### src/rtl/tmr_pkg.sv
package tmr_pkg;

    localparam int DATA_W      = 32;
    localparam int CNT_FIELD_W = 29;
    localparam int EN_BIT      = 31;
    localparam int MODE_BIT    = 30;
    localparam int CLR_BIT     = 30;
    localparam int PEND_BIT    = 30;

    typedef enum logic {
        REG_CTRL   = 1'b0,
        REG_STATUS = 1'b1
    } reg_sel_e;

    typedef struct packed {
        logic en;
        logic rep;
    } mode_t;

    function automatic logic [DATA_W-1:0] pack_ctrl(
        input mode_t                  m,
        input logic [CNT_FIELD_W-1:0] cnt
    );
        logic [DATA_W-1:0] w;
        w = '0;
        w[EN_BIT]            = m.en;
        w[MODE_BIT]          = m.rep;
        w[CNT_FIELD_W-1:0]   = cnt;
        return w;
    endfunction

    function automatic logic [DATA_W-1:0] pack_status(
        input logic                   pend,
        input logic [CNT_FIELD_W-1:0] cnt
    );
        logic [DATA_W-1:0] w;
        w = '0;
        w[PEND_BIT]          = pend;
        w[CNT_FIELD_W-1:0]   = cnt;
        return w;
    endfunction

endpackage

### src/rtl/tmr_decode.sv
module tmr_decode
    import tmr_pkg::*;
#(
    parameter int NUM_CH = 4,
    parameter int ADDR_W = 8
) (
    input  logic              wr,
    input  logic [ADDR_W-1:2] addr_hi,
    output logic [NUM_CH-1:0] sel,
    output logic [NUM_CH-1:0] wr_ctrl,
    output logic [NUM_CH-1:0] wr_status,
    output reg_sel_e          rsel
);
    localparam int CH_W = ADDR_W - 3;

    logic [CH_W-1:0] ch_idx;

    assign ch_idx = addr_hi[ADDR_W-1:3];
    assign rsel   = reg_sel_e'(addr_hi[2]);

    for (genvar c = 0; c < NUM_CH; c++) begin : g_dec
        assign sel[c]       = (ch_idx == CH_W'(c));
        assign wr_ctrl[c]   = wr && sel[c] && (rsel == REG_CTRL);
        assign wr_status[c] = wr && sel[c] && (rsel == REG_STATUS);
    end

endmodule

### src/rtl/tmr_channel.sv
module tmr_channel
    import tmr_pkg::*;
#(
    parameter int CNT_W = 29
) (
    input  logic             clk,
    input  logic             rst,
    input  logic             tick,
    input  logic             wr_ctrl,
    input  logic             wr_status,
    input  logic             w_en,
    input  logic             w_rep,
    input  logic             w_clr,
    input  logic [CNT_W-1:0] w_cnt,
    output mode_t            mode_q,
    output logic [CNT_W-1:0] reload_q,
    output logic [CNT_W-1:0] cnt_q,
    output logic             irq_q
);
    logic expire;
    logic at_zero;

    assign at_zero = (cnt_q == '0);
    assign expire  = tick && mode_q.en && at_zero && !wr_ctrl;

    always_ff @(posedge clk) begin
        if (rst) begin
            mode_q   <= '0;
            reload_q <= '0;
            cnt_q    <= '0;
        end else if (wr_ctrl) begin
            mode_q.en  <= w_en;
            mode_q.rep <= w_rep;
            reload_q   <= w_cnt;
            cnt_q      <= w_cnt;
        end else if (tick && mode_q.en) begin
            if (at_zero) begin
                if (mode_q.rep) begin
                    cnt_q <= reload_q;
                end else begin
                    mode_q.en <= 1'b0;
                end
            end else begin
                cnt_q <= cnt_q - 1'b1;
            end
        end
    end

    always_ff @(posedge clk) begin
        if (rst) begin
            irq_q <= 1'b0;
        end else if (expire) begin
            irq_q <= 1'b1;
        end else if (wr_status && w_clr) begin
            irq_q <= 1'b0;
        end
    end

endmodule

### src/rtl/tmr_rdmux.sv
module tmr_rdmux
    import tmr_pkg::*;
#(
    parameter int NUM_CH = 4,
    parameter int CNT_W  = 29
) (
    input  logic [NUM_CH-1:0]            sel,
    input  reg_sel_e                     rsel,
    input  logic [NUM_CH-1:0]            en_v,
    input  logic [NUM_CH-1:0]            rep_v,
    input  logic [NUM_CH-1:0]            irq_v,
    input  logic [NUM_CH-1:0][CNT_W-1:0] cnt_v,
    input  logic [NUM_CH-1:0][CNT_W-1:0] reload_v,
    output logic [DATA_W-1:0]            rdata
);
    always_comb begin
        rdata = '0;
        for (int c = 0; c < NUM_CH; c++) begin
            if (sel[c]) begin
                if (rsel == REG_CTRL) begin
                    rdata = pack_ctrl('{en: en_v[c], rep: rep_v[c]},
                                      CNT_FIELD_W'(reload_v[c]));
                end else begin
                    rdata = pack_status(irq_v[c], CNT_FIELD_W'(cnt_v[c]));
                end
            end
        end
    end

endmodule

### src/rtl/tick_timer_bank.sv
module tick_timer_bank
    import tmr_pkg::*;
#(
    parameter int NUM_CH = 4,
    parameter int ADDR_W = 8,
    parameter int CNT_W  = 29
) (
    input  logic              clk,
    input  logic              rst,
    input  logic              tick,
    input  logic              bus_wr,
    input  logic [ADDR_W-1:0] bus_addr,
    input  logic [31:0]       bus_wdata,
    output logic [31:0]       bus_rdata,
    output logic [NUM_CH-1:0] irq
);
    logic [NUM_CH-1:0]            sel_v;
    logic [NUM_CH-1:0]            wr_ctrl_v;
    logic [NUM_CH-1:0]            wr_status_v;
    reg_sel_e                     rsel;
    logic [NUM_CH-1:0]            en_v;
    logic [NUM_CH-1:0]            rep_v;
    logic [NUM_CH-1:0][CNT_W-1:0] cnt_v;
    logic [NUM_CH-1:0][CNT_W-1:0] reload_v;
    logic [CNT_W-1:0]             w_cnt;
    logic                         w_en;
    logic                         w_rep;
    logic                         w_clr;
    logic                         spare_bits_unused;

    assign w_cnt = bus_wdata[CNT_W-1:0];
    assign w_en  = bus_wdata[EN_BIT];
    assign w_rep = bus_wdata[MODE_BIT];
    assign w_clr = bus_wdata[CLR_BIT];
    assign spare_bits_unused = ^{bus_wdata[29:CNT_W], bus_addr[1:0]};

    tmr_decode #(
        .NUM_CH (NUM_CH),
        .ADDR_W (ADDR_W)
    ) u_decode (
        .wr        (bus_wr),
        .addr_hi   (bus_addr[ADDR_W-1:2]),
        .sel       (sel_v),
        .wr_ctrl   (wr_ctrl_v),
        .wr_status (wr_status_v),
        .rsel      (rsel)
    );

    for (genvar c = 0; c < NUM_CH; c++) begin : g_ch
        mode_t m;

        tmr_channel #(
            .CNT_W (CNT_W)
        ) u_ch (
            .clk       (clk),
            .rst       (rst),
            .tick      (tick),
            .wr_ctrl   (wr_ctrl_v[c]),
            .wr_status (wr_status_v[c]),
            .w_en      (w_en),
            .w_rep     (w_rep),
            .w_clr     (w_clr),
            .w_cnt     (w_cnt),
            .mode_q    (m),
            .reload_q  (reload_v[c]),
            .cnt_q     (cnt_v[c]),
            .irq_q     (irq[c])
        );

        assign en_v[c]  = m.en;
        assign rep_v[c] = m.rep;
    end

    tmr_rdmux #(
        .NUM_CH (NUM_CH),
        .CNT_W  (CNT_W)
    ) u_rdmux (
        .sel      (sel_v),
        .rsel     (rsel),
        .en_v     (en_v),
        .rep_v    (rep_v),
        .irq_v    (irq),
        .cnt_v    (cnt_v),
        .reload_v (reload_v),
        .rdata    (bus_rdata)
    );

endmodule

### config.mk
export PLATFORM = sky130hd
export DESIGN_NAME = tick_timer_bank
export DESIGN_NICKNAME = d
export VERILOG_FILES = /design/src/rtl/tmr_pkg.sv /design/src/rtl/tmr_decode.sv /design/src/rtl/tmr_channel.sv /design/src/rtl/tmr_rdmux.sv /design/src/rtl/tick_timer_bank.sv
export SDC_FILE = /design/constraint.sdc
export NUM_CORES = 1
export LEC_CHECK = 0
export CORE_MARGIN = 10
export CORE_UTILIZATION = 29
export CTS_CLUSTER_SIZE = 14
export DETAILED_ROUTE_END_ITERATION = 12
export GPL_TIMING_DRIVEN = 0
export PLACE_DENSITY = 0.43
export REMOVE_ABC_BUFFERS = 1
export SLEW_MARGIN = 10
export SYNTH_ARGS = -nofsm -noshare
export SYNTH_HDL_FRONTEND = slang
export SYNTH_SLANG_ARGS = --single-unit
### constraint.sdc
create_clock -name clk -period 12.6 [get_ports clk]
set_input_delay 3.78 -clock clk [delete_from_list [all_inputs] [get_ports clk]]
set_output_delay 3.78 -clock clk [all_outputs]
set_load 0.02 [all_outputs]
==> flow_summary.json <==
{
  "run_status": "finished, final reports clean",
  "postLayoutCellArea_sq_um": 16600,
  "synth_area_sq_um": 14300,
  "seqCellArea_sq_um": 4880,
  "vias": 14000,
  "clock-root-buffer": "clkbuf_16",
  "die_area_sq_um": 58500,
  "antenna_found_initial": 0,
  "ctsResizeCount": 0,
  "grt_pass1_wl_microns": 89800,
  "start_util": 0.293,
  "grt_setup_unrepaired": "false",
  "p_per_area_nw_per_um2": 110,
  "worst_slew_pin_slew_ns": 1.33,
  "fin_crit_sh": 0.813,
  "max_cap_viol_count": 0,
  "cts_made_buffers": 31,
  "dr.first_iter.drc_count": 1438,
  "synth_flop_cell": "dfxtp_1",
  "io_buffers": 75,
  "tritoncts": "yes",
  "drt_wl_total_microns": 59200,
  "hold_ws_ns": 0.467,
  "multi_input_area_sq_um": 8750,
  "hold_class": "register to register",
  "synth_async_sr_flop_share": 0,
  "crit_type": "input port to primary output",
  "synth_compound_area_frac": 0.251,
  "ys_warn_count": 0,
  "clkTransAtPathRegs_ns": 0.06,
  "cts_setup_buffers": 0,
  "clockBufferDepth": 3,
  "slew_headroom": 0.111,
  "crit_start": "bus_addr[7]",
  "overflow": 0,
  "area_growth_pct": 16.4,
  "final_nets": 1825,
  "fin_crit_ns": 10.25,
  "grt_pass1_vias": 13500,
  "htree_levels": 1,
  "critPathLaunchType": "input port",
  "ios": 80,
  "synth_edf_count": 0,
  "cts.hold.buffers_added": 0,
  "hpwl_microns": 42400,
  "max_freq_mhz": 97.6,
  "yosys.area_share.xor_xnor": 0.0135,
  "finalPower_w": 0.00183,
  "finalSetupViolations": 0,
  "core-area_sq_um": 48700,
  "die_x_microns": 242,
  "synth_top_family_by_area": "compound AO/OA/AOI/OAI gates",
  "min_from": "g_ch[3].u_ch.reload_q[6]",
  "cts.sinks": 244,
  "synth_cell_type_count": 80,
  "clk-insertion-delay-late_ns": 0.58,
  "ant_nets": 0,
  "worst_ir_drop_vdd_uv": 93.3,
  "finalWeightedCongestion": 0.908,
  "skew_ns": 0.0120,
  "layout-drive-gt1-share": 0.0907,
  "num_rows": 81,
  "placed_cell_area_sq_um": 15600,
  "worst_ep_required_time_ns": 8.82,
  "worstSetupEndpointType": "primary output",
  "syn_inst": 1797,
  "wl_per_cell_microns": 24.1,
  "grt_max_degree": 112,
  "synthAdderAreaFrac": 0.00351,
  "finalHoldViolCount": 0,
  "n_fill_cell": 5018,
  "synth_mux_area_frac": 0.102,
  "crit_arrival_ns": 6.47,
  "crit_fanout": 18,
  "final.setup.tns_ns": 0,
  "die_h_microns": 242,
  "power_leakage_nw": 5.61,
  "drc": 0,
  "avgSynthCellArea_sq_um": 7.94,
  "synthSimpleGateAreaFrac": 0.235,
  "regToRegStartpoint": "g_ch[0].u_ch.cnt_q[0]",
  "drv_slew": 0,
  "dr.pass1.iters": 7,
  "seq_area_frac_synth": 0.342,
  "ys_ff_latch": 244,
  "gr-usage-all-layers": 0.195,
  "vias_per_cell": 5.70
}
[per-layer routing]
metal	up-vias	share of wire	track usage
met5	-	0	0
met4	0	0.027	0.0607
met3	92	0.048	0.0191
met2	398	0.46	0.313
met1	6893	0.46	0.270
li1	6639	-	-
[cells in the mapped netlist (all sizes together), types with 5 or more instances]
master  instances  share of area
nand2         337          0.089
dfxtp         244           0.34
a21oi         192          0.067
nor2          142          0.038
clkbuf        112          0.029
o21ai          79          0.028
nor3           52          0.019
mux4           46          0.073
buf            40          0.016
mux2i          37          0.026
nand3          36          0.013
a211oi         33          0.017
o211ai         29          0.015
nor4           28          0.014
or3            27          0.012
a22o           25          0.015
inv            25         0.0066
a31oi          21         0.0092
or4            21          0.011
a221o          19          0.013
a311oi         18          0.011
o32ai          16         0.0098
nand4          13         0.0057
o22ai          13         0.0057
xor2           13         0.0080
and3           12         0.0053
o221ai         12         0.0074
a21boi         10         0.0053
and2           10         0.0044
o21a           10         0.0053
or2             9         0.0039
xnor2           9         0.0055
o31ai           8         0.0042
nor3b           7         0.0037
o41ai           6         0.0037
a21o            5         0.0026
a22oi           5         0.0030
[final cells by class]
| type | count | area share |
|---|---|---|
| inverters | 25 | 0.00565 |
| clock buffers | 50 | 0.0553 |
| clock inverters | 3 | 0.00136 |
| well taps | 664 | 0.0501 |
| repair buffers | 99 | 0.0662 |
| flip-flops and latches | 244 | 0.294 |
| multi-input cells | 1376 | 0.527 |
| diodes | 1 | 0.000151 |
[final timing paths]
kind,end,slack (ns),depth (start not counted)
max,bus_rdata[18],2.35,5
min,g_ch[3].u_ch.reload_q[6],0.47,2
max reg2reg,g_ch[0].u_ch.cnt_q[19],8.39,8
min reg2reg,g_ch[3].u_ch.reload_q[6],0.47,2
[power breakdown]
part	leakage [nW]	internal, W	total [W]	switching (W)
Combinational	3.18	0.0000632	0.000196	0.000133
Clock	0.459	0.000491	0.000856	0.000366
Sequential	1.97	0.000775	0.000779	0.00000421
Total	5.61	0.00133	0.00183	0.000503
[through the flow]
stage / cells / worst slack [ns] / util
CTS: 2461 / 2.36 / 0.340
finish: 2462 / 2.35 / 0.340
global route: 2461 / 2.26 / 0.340
detailed placement: 2408 / 2.36 / 0.321
floorplan: 1645 / 1.96 / -
global placement: 2384 / -3.08 / 0.312
[sequential cells by signal, indices dropped and copies added, names as in the netlist]
register / count
g_ch.u_ch.irq_q: 4
g_ch.u_ch.cnt_q: 116
g_ch.u_ch.reload_q: 116
g_ch.u_ch.mode_q: 8
[logic make-up (layout without fill, tap and decap cells)]
family / Yosys count / after routing
compound gates: 543 / 543
xor+xnor: 22 / 22
fa+ha+maj: 4 / 4
buf+inv: 177 / 177
flops: 244 / 244
mux: 87 / 87
other cells: 1 / 2
simple gates: 719 / 719
[placed cells by master (no fill, tap or decap), types with 29 or more instances in the layout]
master / count
mux4_2: 46
dfxtp_1: 244
clkbuf_16: 31
a211oi_1: 33
a21oi_1: 192
mux2i_1: 37
o21ai_0: 77
nand2_1: 333
nor2_1: 135
nand3_1: 35
nor3_1: 46
o211ai_1: 29
clkdlybuf4s50_1: 72
[worst max-delay path, stage by stage]
cell	delay (ns)
clkdlybuf4s50_1	0.48
or4_1	0.95
o221ai_1	0.34
o21a_1	0.26
clkdlybuf4s50_1	0.64
Note: power is estimated with default switching activity, not from simulation.
